<file path="src/rtl/rxto_pkg.sv">
package rxto_pkg;

  localparam int unsigned MIN_DATA_BITS  = 5;
  localparam int unsigned DSEL_W         = 2;
  localparam int unsigned MAX_FRAME_BITS = 1 + MIN_DATA_BITS + (2**DSEL_W - 1) + 1 + 2;

  typedef struct packed {
    logic [DSEL_W-1:0] data_sel;
    logic              parity_on;
    logic              stop_two;
  } frame_fmt_t;

  // Bits on the line for one character: start, data, optional parity, stops.
  function automatic int unsigned frame_bits(frame_fmt_t f);
    return 1 + MIN_DATA_BITS + 32'(f.data_sel) + 32'(f.parity_on) + 1 + 32'(f.stop_two);
  endfunction

  // Idle window expressed in oversampled baud enables.
  function automatic int unsigned window_ticks(int unsigned fbits,
                                               int unsigned ovs,
                                               int unsigned chars);
    return fbits * ovs * chars;
  endfunction

endpackage

</file>
<file path="src/rtl/rxto_window_calc.sv">
module rxto_window_calc
  import rxto_pkg::*;
#(
  parameter int unsigned OVERSAMPLE   = 16,
  parameter int unsigned WINDOW_CHARS = 4,
  parameter int unsigned CNT_W        = 10
) (
  input  frame_fmt_t       fmt,
  output logic [CNT_W-1:0] win_ticks
);

  always_comb begin
    win_ticks = CNT_W'(window_ticks(frame_bits(fmt), OVERSAMPLE, WINDOW_CHARS));
  end

endmodule

</file>
<file path="src/rtl/rxto_restart_ctrl.sv">
module rxto_restart_ctrl (
  input  logic fifo_en,
  input  logic rx_avail_ie,
  input  logic fifo_nonempty,
  input  logic rx_char_done,
  input  logic host_rd,
  input  logic irq_q,
  output logic armed,
  output logic irq_clear,
  output logic tmr_restart
);

  always_comb begin
    armed       = fifo_en & rx_avail_ie;
    // Polled mode, empty FIFO or a host read all drop the request.
    irq_clear   = ~armed | ~fifo_nonempty | host_rd;
    // A new arrival restarts the window only before the request fires.
    tmr_restart = irq_clear | (rx_char_done & ~irq_q);
  end

endmodule

</file>
<file path="src/rtl/rxto_idle_timer.sv">
module rxto_idle_timer #(
  parameter int unsigned CNT_W = 10
) (
  input  logic             clk,
  input  logic             rst,
  input  logic             baud_en,
  input  logic             restart,
  input  logic [CNT_W-1:0] limit,
  output logic [CNT_W-1:0] cnt,
  output logic             window_hit
);

  logic [CNT_W:0] cnt_next_ext;

  always_comb begin
    cnt_next_ext = {1'b0, cnt} + {{CNT_W{1'b0}}, 1'b1};
    window_hit   = baud_en & ~restart & (cnt_next_ext >= {1'b0, limit});
  end

  always_ff @(posedge clk) begin
    if (rst || restart) begin
      cnt <= '0;
    end else if (baud_en && (cnt < limit)) begin
      cnt <= cnt_next_ext[CNT_W-1:0];
    end
  end

endmodule

</file>
<file path="src/rtl/rxto_top.sv">
module rxto_top
  import rxto_pkg::*;
#(
  parameter int unsigned OVERSAMPLE   = 16,
  parameter int unsigned WINDOW_CHARS = 4
) (
  input  logic                clk,
  input  logic                rst,
  input  logic                baud_en,
  input  logic                fifo_en,
  input  logic                rx_avail_ie,
  input  logic [DSEL_W-1:0]   data_sel,
  input  logic                parity_on,
  input  logic                stop_two,
  input  logic                fifo_nonempty,
  input  logic                rx_char_done,
  input  logic                host_rd,
  output logic                tmo_irq
);

  localparam int unsigned MAX_TICKS = window_ticks(MAX_FRAME_BITS, OVERSAMPLE, WINDOW_CHARS);
  localparam int unsigned CNT_W     = $clog2(MAX_TICKS + 1);

  frame_fmt_t       fmt;
  logic [CNT_W-1:0] win_ticks;
  logic [CNT_W-1:0] cnt;
  logic             armed;
  logic             irq_clear;
  logic             tmr_restart;
  logic             window_hit;

  always_comb begin
    fmt.data_sel  = data_sel;
    fmt.parity_on = parity_on;
    fmt.stop_two  = stop_two;
  end

  rxto_window_calc #(
    .OVERSAMPLE  (OVERSAMPLE),
    .WINDOW_CHARS(WINDOW_CHARS),
    .CNT_W       (CNT_W)
  ) win_i (
    .fmt      (fmt),
    .win_ticks(win_ticks)
  );

  rxto_restart_ctrl ctl_i (
    .fifo_en      (fifo_en),
    .rx_avail_ie  (rx_avail_ie),
    .fifo_nonempty(fifo_nonempty),
    .rx_char_done (rx_char_done),
    .host_rd      (host_rd),
    .irq_q        (tmo_irq),
    .armed        (armed),
    .irq_clear    (irq_clear),
    .tmr_restart  (tmr_restart)
  );

  rxto_idle_timer #(
    .CNT_W(CNT_W)
  ) tmr_i (
    .clk       (clk),
    .rst       (rst),
    .baud_en   (baud_en),
    .restart   (tmr_restart),
    .limit     (win_ticks),
    .cnt       (cnt),
    .window_hit(window_hit)
  );

  always_ff @(posedge clk) begin
    if (rst || irq_clear) begin
      tmo_irq <= 1'b0;
    end else if (window_hit) begin
      tmo_irq <= 1'b1;
    end
  end

endmodule

</file>
<file path="config.mk">
export PLATFORM = sky130hd
export DESIGN_NAME = rxto_top
export DESIGN_NICKNAME = d
export VERILOG_FILES = /design/src/rtl/rxto_pkg.sv /design/src/rtl/rxto_window_calc.sv /design/src/rtl/rxto_restart_ctrl.sv /design/src/rtl/rxto_idle_timer.sv /design/src/rtl/rxto_top.sv
export SDC_FILE = /design/constraint.sdc
export NUM_CORES = 1
export LEC_CHECK = 0
export BUFFER_PORTS_ARGS = -buffer_cell sky130_fd_sc_hd__buf_2
export CAP_MARGIN = 20
export CORE_MARGIN = 3
export CORE_UTILIZATION = 59
export DETAILED_ROUTE_END_ITERATION = 8
export MAX_ROUTING_LAYER = met4
export PLACE_DENSITY_LB_ADDON = 0.08
export SETUP_SLACK_MARGIN = 0.02
export SLEW_MARGIN = 5
export SYNTH_ARGS = -nofsm -noshare
export SYNTH_HDL_FRONTEND = slang
export SYNTH_HIERARCHICAL = 1
export SYNTH_SLANG_ARGS = --single-unit
</file>
<file path="constraint.sdc">
create_clock -name clk -period 6.31 [get_ports clk]
set_clock_uncertainty 0.1 [all_clocks]
set_input_delay 0.9465 -clock clk [delete_from_list [all_inputs] [get_ports clk]]
set_output_delay 0.9465 -clock clk [all_outputs]
set_load 0.005 [all_outputs]
</file>
# Word level (Yosys, flattened, before mapping)
# Cells that the tools add are included.
[classes]
addsub = 5
order_cmp = 2
bitwise = 11
n_reduce_logical = 3
[op_table]
columns = ["cell", "n"]
rows = [
  ["adder 10 x 1 -> 11 bit, second input constant", 1],
  [">= comparator 11 x 10 -> 1 bit", 1],
  ["< comparator 10 bit", 1],
  ["adder 4 x 1 -> 4 bit", 2],
  ["adder 3 x 2 -> 4 bit, first input constant", 1],
  ["adder 4 x 1 -> 4 bit, second input constant", 1],
  ["AND 1 bit", 4],
  ["NOT 1 bit", 4],
  ["OR 1 bit", 3],
  ["logical OR 1 bit", 2],
  ["logical AND 1 bit", 1],
]
[word_totals]
register_bits = 11
output_inout_bits = 1

# Longest topological paths before layout
# Gate-level depths: netlist (run 1).
[logic_depth]
ltp_word = 8
depth_mapped = 14

# Cells and area by module
# Netlist (run 1), hierarchy kept.
[modules_own_cells]
columns = ["mod", "n_inst", "cells_per_inst", "area_each_um2"]
rows = [
  ["rxto_idle_timer", 1, 128, 1079.8],
  ["rxto_window_calc", 1, 19, 156.4],
  ["rxto_restart_ctrl", 1, 4, 42.5],
  ["rxto_top", 1, 3, 33.8],
]

# Least setup slack after synthesis (run 1)
# OpenSTA, ideal clock, no wires.
[synth_timing]
path_type = "input port to flip-flop"
from = "in stop_two"
to = "reg tmr_i.cnt[5]"
arrival_ns = 3.431
required_time_ns = 6.140
path_slack_ns = 2.709
path_stages = 13
n_path_buf = 1
cell_sequence = "inv_1 > ha_1 > inv_1 > ha_1 > fa_1 > inv_1 > ha_1 > a211o_1 > o211ai_1 > nand3b_1 > buf_2 > or4_1 > a21oi_1"
[synth_via]
elab_chain_len = 3
[synth_rtl]
columns = ["element", "line_no", "rtl"]
rows = [
  ["from (decl)", "rxto_top.sv:14", "input logic stop_two,"],
  ["adder 4 x 1 -> 4 bit", "rxto_pkg.sv:15", "return 1 + MIN_DATA_BITS + 32'(f.data_sel) + 32'(f.parity_on) + 1 + 32'(f.stop_two);"],
  ["via win_ticks[7]", "rxto_top.sv:25", "logic [CNT_W-1:0] win_ticks;"],
  ["< comparator 10 bit", "rxto_idle_timer.sv:23", "end else if (baud_en && (cnt < limit)) begin"],
  ["logical AND 1 bit", "rxto_idle_timer.sv:23", ""],
  ["to (signal assigned)", "rxto_idle_timer.sv:24", "cnt <= cnt_next_ext[CNT_W-1:0];"],
  ["to (decl)", "rxto_idle_timer.sv:9", "output logic [CNT_W-1:0] cnt,"],
]
# The timed path passes the listed nets, and every way through them passes these cells.
# A chain may end at the register's enable or synchronous reset.

# Worst setup path in the final report (run 1)
[layout_timing]
from = "in stop_two"
to = "reg tmr_i.cnt[9]"
# Same word-level chain as after synthesis.

==> flow_summary.ini, run 1 <==
[hold_path]
min_path_type = flip-flop to flip-flop
hold_path_depth = 2
min_from = tmr_i/cnt[1]$_SDFFE_PP0P_
hold_path_end = tmr_i/cnt[1]$_SDFFE_PP0P_

[route]
drc_errors = 0
routed_wirelength_microns = 2594
antenna_left = 0
wl_per_cell_microns = 13.65
via_count = 1109
viasPerCell = 5.837
drt_iter0_drc = 14
dr.pass1.iters = 4

[timing]
fin_crit_sh_pct = 58.12
layout_setup_ws_ns = 2.643
hold_viol = 0
period_minus_slack_ns = 3.667
timing.fmax_mhz = 272.7
maxSlewViolCount = 0
rsz0062_at_grt = false
setup_viol = 0
max_slew_margin_pct = 60.72
setup-tns-final_ns = 0
worstMarginPinSlew_ns = 0.5857
whs_ns = 0.4303

[global_route]
top_usage_layer = met2
overflow = 0
grt_util_met2_pct = 36.57
grt_pass1_wl_microns = 4305
grt_max_degree = 13
grtUsageMet3_pct = 2.254
grt.total_usage_pct = 20.91
use_met1_pct = 24.07
antenna_found_initial = 0
grt_pass1_vias = 1094

[setup_path]
critPathMaxFanout = 12
slowest_stage = or4_1
r2r-start = tmr_i/cnt[0]$_SDFFE_PP0P_
end_kind = flip-flop
r2r-end = tmo_irq$_SDFFE_PP0P_
cp_slowest_stage_delay_ns = 0.57
start_kind = input port
path_cells = buf_2 -> inv_1 -> ha_1 -> inv_1 -> ha_1 -> fa_1 -> xnor2_1 -> inv_1 -> ha_1 -> a211o_1 -> o211ai_1 -> nand3b_1 -> or4_1 -> a21oi_1
cp_data_required_time_ns = 6.42
r2r_slack_ns = 3.65
crit_arrival_ns = 3.78
reg2reg_depth = 11
worstSetupPathType = input port to flip-flop

[die]
die_x_microns = 53.03
io_pins = 13
initial_core_util_pct = 64.54
rows = 16
die-height_microns = 53.03
die_area_sq_um = 2812
coreArea_sq_um = 2022

[cells_and_area]
nFillCells = 181
fin_cells = 190
diodes = 0
drive_gt1_share_pct = 12.88
areaGrowthSynthToFinish_pct = 4.889
nNetsFinal = 202
final_area_sq_um = 1369

[placement]
placed_cell_area_sq_um = 1343
portBuffers = 12
hpwl_microns = 2109
place_ws_ns = 2.382
gp_congestion = 0.7953
dp.cells = 186

[clocking]
cts_tree = yes
cts_setup_buffers = 0
cts_buffers = 3
htreeDepth = 1
cts_root_buffer = clkbuf_4
insertion_delay_ns = 0.27
cts_sinks = 11
cts_resized = 0
cts_buffer_depth = 2
hold_buffers = 0
clk_pin_slew_worst_paths_ns = 0.07

[power]
p_clk_share_pct = 33.5
swShare_pct = 27.88
seq_power_share_pct = 47.3
powerDensity_nw_per_um2 = 107.3
p_comb_share_pct = 19.2
ir_worst_vdd_mv = 0.1058
switching_power_mw = 0.04094
p_int_mw = 0.1059
leakage_nw = 0.6835

[synthesis]
syn_area_per_cell_sq_um = 8.529
syn_area_sq_um = 1305
ys_warn_count = 6
netlist_instances = 153

[run_status]
status = finished clean

[job]
drv_cap = 0
[worst max path at each step]
stage	from	end	slack (ns)	cells after the start
3_5_place_dp	stop_two	tmr_i/cnt[5]$_SDFFE_PP0P_	2.38	13
4_1_cts	stop_two	tmr_i/cnt[5]$_SDFFE_PP0P_	2.66	14
5_1_grt	data_sel[0]	tmr_i/cnt[5]$_SDFFE_PP0P_	2.40	14
6_report	stop_two	tmr_i/cnt[9]$_SDFFE_PP0P_	2.64	14
2_1_floorplan	stop_two	tmr_i/cnt[5]$_SDFFE_PP0P_	2.71	13
3_3_place_gp	stop_two	tmr_i/cnt[4]$_SDFFE_PP0P_	2.45	13
[sequential cells by signal, indices dropped and copies added, names as in the netlist]
register / flops
tmo_irq: 1
tmr_i/cnt: 10
[metrics by stage]
stage / total power [mW] / utilization (%)
after CTS: 0.1486 / 67.70
final: 0.1468 / 67.70
after detailed placement: 0.09912 / 66.40
after global placement: 0.09730 / 66.40
after floorplan: 0.09293 / -
after global routing: 0.1557 / 67.70
[worst max-delay path, delay by kind of cell]
family / cells / cell delay [ns]
AND/OR/NAND/NOR: 2 / 0.90
buffers and inverters: 4 / 0.21
XOR/XNOR: 1 / 0.16
AO/OA/AOI/OAI: 3 / 0.51
adder cells (fa/ha/maj): 4 / 1.05
[cell usage in the layout (no fill, tap or decap), types with 2 or more instances in the layout]
master,instances
ha_1,25
inv_1,18
conb_1,6
and4_1,2
o41ai_1,2
a41o_1,3
xor2_1,3
a21oi_1,7
o311ai_0,2
nand2_1,5
buf_2,12
clkbuf_4,3
nor3_1,2
and3_1,3
or3_1,2
o21ai_0,2
o211ai_1,2
xnor2_1,6
a21o_1,4
nand3_1,8
or4_1,3
o31ai_1,3
dfxtp_1,11
a31oi_1,3
nor2_1,7
[power by group through the flow]
stage                     clock, mW  sequential, mW  combinational [mW]
after detailed placement          0          0.0711              0.0281
after global routing         0.0533          0.0694              0.0330
final                        0.0492          0.0694              0.0282
after floorplan                   0          0.0711              0.0219
after global placement            0          0.0711              0.0262
after CTS                    0.0509          0.0694              0.0283
[cell type report]
| type | count | area [sq um] | share of cell area [%] |
|---|---|---|---|
| inverter | 18 | 67.56 | 4.936 |
| clock buffer | 4 | 26.28 | 1.920 |
| multi-input combinational | 118 | 960.9 | 70.20 |
| sequential | 11 | 220.2 | 16.09 |
| timing repair buffer | 12 | 60.06 | 4.388 |
| tap | 27 | 33.78 | 2.468 |
[metal layers]
metal / vias to the layer above / part of all wire [%]
met5: - / 0
li1: 567 / -
met4: 0 / 0.66
met2: 27 / 49
met3: 2 / 4.0
met1: 513 / 46
No activity file was read; power rests on OpenSTA's default activity.
==> inputs of run 2 (changes only) <==
CORE_UTILIZATION = 53   (was 59)
clock period = 3.2 ns   (was 6.31 ns; I/O delays follow)
==> run 2 against run 1 <==
Worst setup slack worse by 2.5 ns. Critical endpoint is now tmr_i/cnt[5]$_SDFFE_PP0P_. Die area rose by 10%. Clock-buffer cell count did not move. Clock power is 93% higher. Sequential cell count stayed put. Via count grew 3.8%. Core utilization down 4.4 points. Largest cell class unchanged. Hold slack got worse by 0.10 ns. Final cell count rose by 3.7%. Critical path depth fell by 1. Combinational power rose by 120%. Power is 100% higher.
==> flow_summary.ini, run 2 (same netlist as run 1, synthesis figures left out) <==
[timing]
maxSlewViolCount = 0
hold_viol = 0
setup_viol = 0
worstMarginPinSlew_ns = 0.5749
max_slew_margin_pct = 61.44
fin_crit_sh_pct = 96.01
setup-tns-final_ns = 0
rsz0062_at_grt = false
timing.fmax_mhz = 325.5
whs_ns = 0.3271
period_minus_slack_ns = 3.072

[cells_and_area]
nFillCells = 210
largest_reg_flops = 10
layout_commonest_cell = ha_1
reg_top3 = tmr_i/cnt (10), tmo_irq (1)
diodes = 0
final_area_sq_um = 1441
nNetsFinal = 208
top_register = tmr_i/cnt
fin_util_pct = 63.33
areaGrowthSynthToFinish_pct = 10.45
final_cell_mix = 24 x ha_1, 18 x inv_1, 12 x buf_2, 11 x dfxtp_1, 8 x nand3_1
drive_gt1_share_pct = 18.34
fin_cells = 197

[global_route]
grt_pass1_wl_microns = 4719
grt_max_degree = 13
grt.total_usage_pct = 18.86
grt_pass1_vias = 1117
antenna_found_initial = 0
overflow = 0

[setup_path]
start_kind = input port
r2r-start = tmr_i/cnt[0]$_SDFFE_PP0P_
r2r_slack_ns = 0.48
end_kind = flip-flop
cp_data_required_time_ns = 3.31
crit_arrival_ns = 3.18
r2r-end = tmo_irq$_SDFFE_PP0P_
worstSetupPathType = input port to flip-flop
critPathMaxFanout = 5
reg2reg_depth = 11

[route]
viasPerCell = 5.843
routed_wirelength_microns = 2696
drc_errors = 0
wl_per_cell_microns = 13.69
drt_iter0_drc = 37
antenna_left = 0
dr.pass1.iters = 4
via_count = 1151

[die]
coreArea_sq_um = 2276
initial_core_util_pct = 57.34
die_area_sq_um = 3094
rows = 17
io_pins = 13
die_x_microns = 55.62
die-height_microns = 55.62

[placement]
portBuffers = 12
placed_cell_area_sq_um = 1374
hpwl_microns = 2219
dp.cells = 191
gp_congestion = 0.7796

[hold_path]
hold_path_depth = 2
hold_path_end = tmo_irq$_SDFFE_PP0P_
min_from = rst
min_path_type = input port to flip-flop

[power]
powerDensity_nw_per_um2 = 204.0
leakage_nw = 0.7105
ir_worst_vdd_mv = 0.1821

[job]
drv_cap = 0

[clocking]
hold_buffers = 0
cts_tree = yes
cts_buffers = 3
clk_pin_slew_worst_paths_ns = 0.07
cts_root_buffer = clkbuf_4
insertion_delay_ns = 0.27
cts_buffer_depth = 2
cts_sinks = 11
htreeDepth = 1

[run_status]
status = finished clean
run 2: what timing repair did:
action / CTS / global route
resized for setup: 0 / 5
setup buffers: 0 / 1
setup endpoints to repair: 0 / 5
run 2: cell type report:
class / count / area (sq um) / share of cell area (%)
Multi-Input combinational cell: 119 / 994.7 / 69.01
Sequential cell: 11 / 220.2 / 15.28
Timing Repair Buffer: 17 / 97.59 / 6.771
Inverter: 18 / 67.56 / 4.688
Tap cell: 28 / 35.03 / 2.431
Clock buffer: 4 / 26.28 / 1.823
run 2: how the worst max path moves through the flow:
stage                     cells after the start                        end     start
final                                        13  tmr_i/cnt[5]$_SDFFE_PP0P_  stop_two
after CTS                                    13  tmr_i/cnt[5]$_SDFFE_PP0P_  stop_two
after floorplan                              13  tmr_i/cnt[5]$_SDFFE_PP0P_  stop_two
after global routing                         13  tmr_i/cnt[5]$_SDFFE_PP0P_  stop_two
after global placement                       13  tmr_i/cnt[5]$_SDFFE_PP0P_  stop_two
after detailed placement                     13  tmr_i/cnt[5]$_SDFFE_PP0P_  stop_two
run 2: critical path, cell delays in order:
cell      delay (ns)
buf_2           0.08
inv_1           0.03
ha_1            0.27
inv_1           0.04
ha_1            0.20
fa_2            0.52
inv_1           0.07
ha_4            0.22
a211o_1         0.24
o211ai_1        0.12
nand3b_1        0.21
or4_4           0.56
a21oi_2         0.14
run 2: routing by layer:
metal	up-vias	track usage, %	routed length [microns]
li1	589	-	-
met4	0	6.944	23
met1	531	23.13	1228
met5	-	-	0
met3	4	1.392	134
met2	27	32.26	1309
run 2: stage by stage:
step	worst slack, ns	total power [mW]
2_1_floorplan	0.06537	0.1832
3_3_place_gp	-0.1112	0.1950
3_5_place_dp	-0.2038	0.1982
4_1_cts	0.06739	0.2942
5_1_grt	0.02895	0.3137
6_report	0.1278	0.2941
run 2: report_power, final:
group	internal, mW	leakage [nW]	total [mW]	switching, mW
registers	0.137	0.0886	0.137	0.000100
logic	0.0275	0.607	0.0621	0.0346
clock network	0.0483	0.0150	0.0950	0.0467
total	0.213	0.711	0.294	0.0814
==> inputs of run 3 (changes only) <==
ABC_AREA = 1   (was not set)
CORE_UTILIZATION = 54   (was 53)
==> run 3 against run 2 <==
Register-to-register slack improved by 0.45 ns. Wire length fell by 5.5%. Synthesized cell count rose by 45%. Via count rose by 9.6%. Final cell count rose by 35%. Largest cell class unchanged. Largest power group unchanged.
==> flow_summary.ini, run 3 <==
[placement]
dp.cells = 262
portBuffers = 12
place_ws_ns = 0.1923
gp_congestion = 0.8234
hpwl_microns = 2191

[route]
viasPerCell = 4.744
drc_errors = 0
dr.pass1.iters = 4
routed_wirelength_microns = 2549
antenna_left = 0
via_count = 1262
wl_per_cell_microns = 9.583
drt_iter0_drc = 36

[synthesis]
ys_seq_elements = 11
synth_largest_area_cell = ha_1
syn_area_sq_um = 1438
synth_top_cells_by_count = 61 x nand2_1, 42 x inv_1, 30 x nor2_1, 25 x ha_1, 11 x dfxtp_1
syn_area_per_cell_sq_um = 6.476
ys_warn_count = 6
ys_top_cells_by_area = ha_1 22%, nand2_1 16%, dfxtp_1 15%
async_flop_share_pct = 0
synth_edf_count = 0
yosysSeqAreaShare_pct = 15.32
synth_cell_type_count = 27
netlist_instances = 222
ys.flop_type = dfxtp_1
netlist.area_leader.share_pct = 21.76
synth.most_common_cell = nand2_1

[setup_path]
r2r-start = tmr_i/cnt[0]$_SDFFE_PP0P_
r2r-end = tmo_irq$_SDFFE_PP0P_
worstSetupPathType = input port to flip-flop
critPathMaxFanout = 13
start_kind = input port
end_kind = flip-flop
critPathLaunch = stop_two
r2r_slack_ns = 0.93
crit_arrival_ns = 2.78
cp_data_required_time_ns = 3.28
reg2reg_depth = 12

[power]
leakage_nw = 0.8581
finalPower_mw = 0.3078
ir_worst_vdd_mv = 0.2030
powerDensity_nw_per_um2 = 202.4

[global_route]
grt.total_usage_pct = 17.77
grt_max_degree = 14
grt_pass1_wl_microns = 4457
grt_pass1_vias = 1128
antenna_found_initial = 0
overflow = 0

[clocking]
cts_sinks = 11
cts_buffers = 3
insertion_delay_ns = 0.27
cts_buffer_depth = 2
htreeDepth = 1
clk_pin_slew_worst_paths_ns = 0.07
cts_tree = yes
hold_buffers = 0
cts_resized = 0
cts_root_buffer = clkbuf_4
cts_setup_buffers = 0

[cells_and_area]
nNetsFinal = 275
layout_commonest_cell = nand2_1
top_register = tmr_i/cnt
drive_gt1_share_pct = 15.25
final_cell_mix = 61 x nand2_1, 42 x inv_1, 30 x nor2_1, 25 x ha_1, 12 x buf_2
largest_reg_flops = 10
fin_cells = 266
nFillCells = 241
diodes = 0
reg_top3 = tmr_i/cnt (10), tmo_irq (1)
areaGrowthSynthToFinish_pct = 5.744

[die]
die_x_microns = 57.60
rows = 18
initial_core_util_pct = 57.51
die-height_microns = 57.60
coreArea_sq_um = 2500
die_area_sq_um = 3317
io_pins = 13

[timing]
whs_ns = 0.3712
layout_setup_ws_ns = 0.4971
rsz0062_at_grt = false
maxSlewViolCount = 0
fin_crit_sh_pct = 84.47
period_minus_slack_ns = 2.703
setup_viol = 0
timing.fmax_mhz = 370.0
hold_viol = 0
setup-tns-final_ns = 0

[job]
drv_cap = 0

[hold_path]
min_from = rst
min_path_type = input port to flip-flop
hold_path_end = tmo_irq$_SDFFE_PP0P_
hold_path_depth = 4

[run_status]
status = finished clean
==> run 3: cell types whose count changed in the layout (fill, tap and decap cells not counted), sizes merged, moves of 3 or more <==
| cell | previous run | this run |
|---|---|---|
| nor2 | 7 | 36 |
| nand4 | 1 | 5 |
| xnor2 | 6 | 1 |
| o31ai | 4 | 0 |
| a21o | 4 | 1 |
| or4 | 3 | 0 |
| inv | 18 | 45 |
| nand2 | 5 | 68 |
| buf | 17 | 12 |
| a31oi | 3 | 0 |
| a41o | 3 | 0 |
==> run 3: worst max-delay path by stage <==
stage	to	slack [ns]	cells past startpoint
2_1_floorplan	tmr_i/cnt[6]$_SDFFE_PP0P_	0.50	18
3_3_place_gp	tmr_i/cnt[3]$_SDFFE_PP0P_	0.29	18
3_5_place_dp	tmr_i/cnt[0]$_SDFFE_PP0P_	0.19	18
4_1_cts	tmr_i/cnt[3]$_SDFFE_PP0P_	0.50	18
5_1_grt	tmr_i/cnt[0]$_SDFFE_PP0P_	0.31	18
6_report	tmr_i/cnt[3]$_SDFFE_PP0P_	0.50	18
==> run 3: logic make-up (layout without fill, tap and decap cells) <==
kind of cell               count (synthesis)  count (layout)  synth area share, %
other                                      1               6               0.2608
and+or+nand+nor                          121             121                40.12
adders and majority gates                 26              26                23.15
xor gates and xnor gates                   3               3                1.828
AOI/OAI and AO/OA                          8               8                3.394
buffers and inverters                     52              61                15.93
DFF                                       11              11                15.32
==> run 3: layout make-up <==
type / count / area [sq um] / share of cell area (%)
sequential: 11 / 220.2 / 14.49
timing repair buffer: 12 / 60.06 / 3.951
inverter: 45 / 168.9 / 11.11
multi-input combinational: 164 / 1007 / 66.26
clock buffer: 4 / 26.28 / 1.728
tap: 30 / 37.54 / 2.469
==> run 3: stage by stage <==
step / utilization [%] / area (sq um)
2_1_floorplan: - / 1456
3_3_place_gp: 59.76 / 1494
3_5_place_dp: 59.76 / 1494
4_1_cts: 60.81 / 1520
5_1_grt: 60.81 / 1520
6_report: 60.81 / 1520
==> run 3: metal layers <==
| metal | up-vias | routed length, microns | global-route usage [%] |
|---|---|---|---|
| li1 | 692 | - | - |
| met1 | 544 | 1206 | 20.58 |
| met2 | 21 | 1194 | 29.84 |
| met3 | 5 | 115 | 4.751 |
| met4 | 0 | 32 | 5.298 |
| met5 | - | 0 | - |
==> run 3: worst max-delay path: stages <==
cell and delay (ns):
buf_2 0.07, inv_1 0.03, ha_1 0.27, inv_1 0.04, ha_1 0.19, fa_1 0.39
inv_1 0.06, nand2_1 0.04, nand2_1 0.05, inv_1 0.06, ha_1 0.28, nand2_2 0.07
nor2_4 0.13, nand3_2 0.14, nand3_4 0.21, inv_1 0.11, nor2_1 0.10, nor2_1 0.05
==> run 3: report_power, final <==
group	internal, mW	total [mW]	switching (mW)
Combinational	0.0295	0.0735	0.0441
Clock	0.0484	0.0963	0.0478
Sequential	0.137	0.138	0.000721
Total	0.215	0.308	0.0927
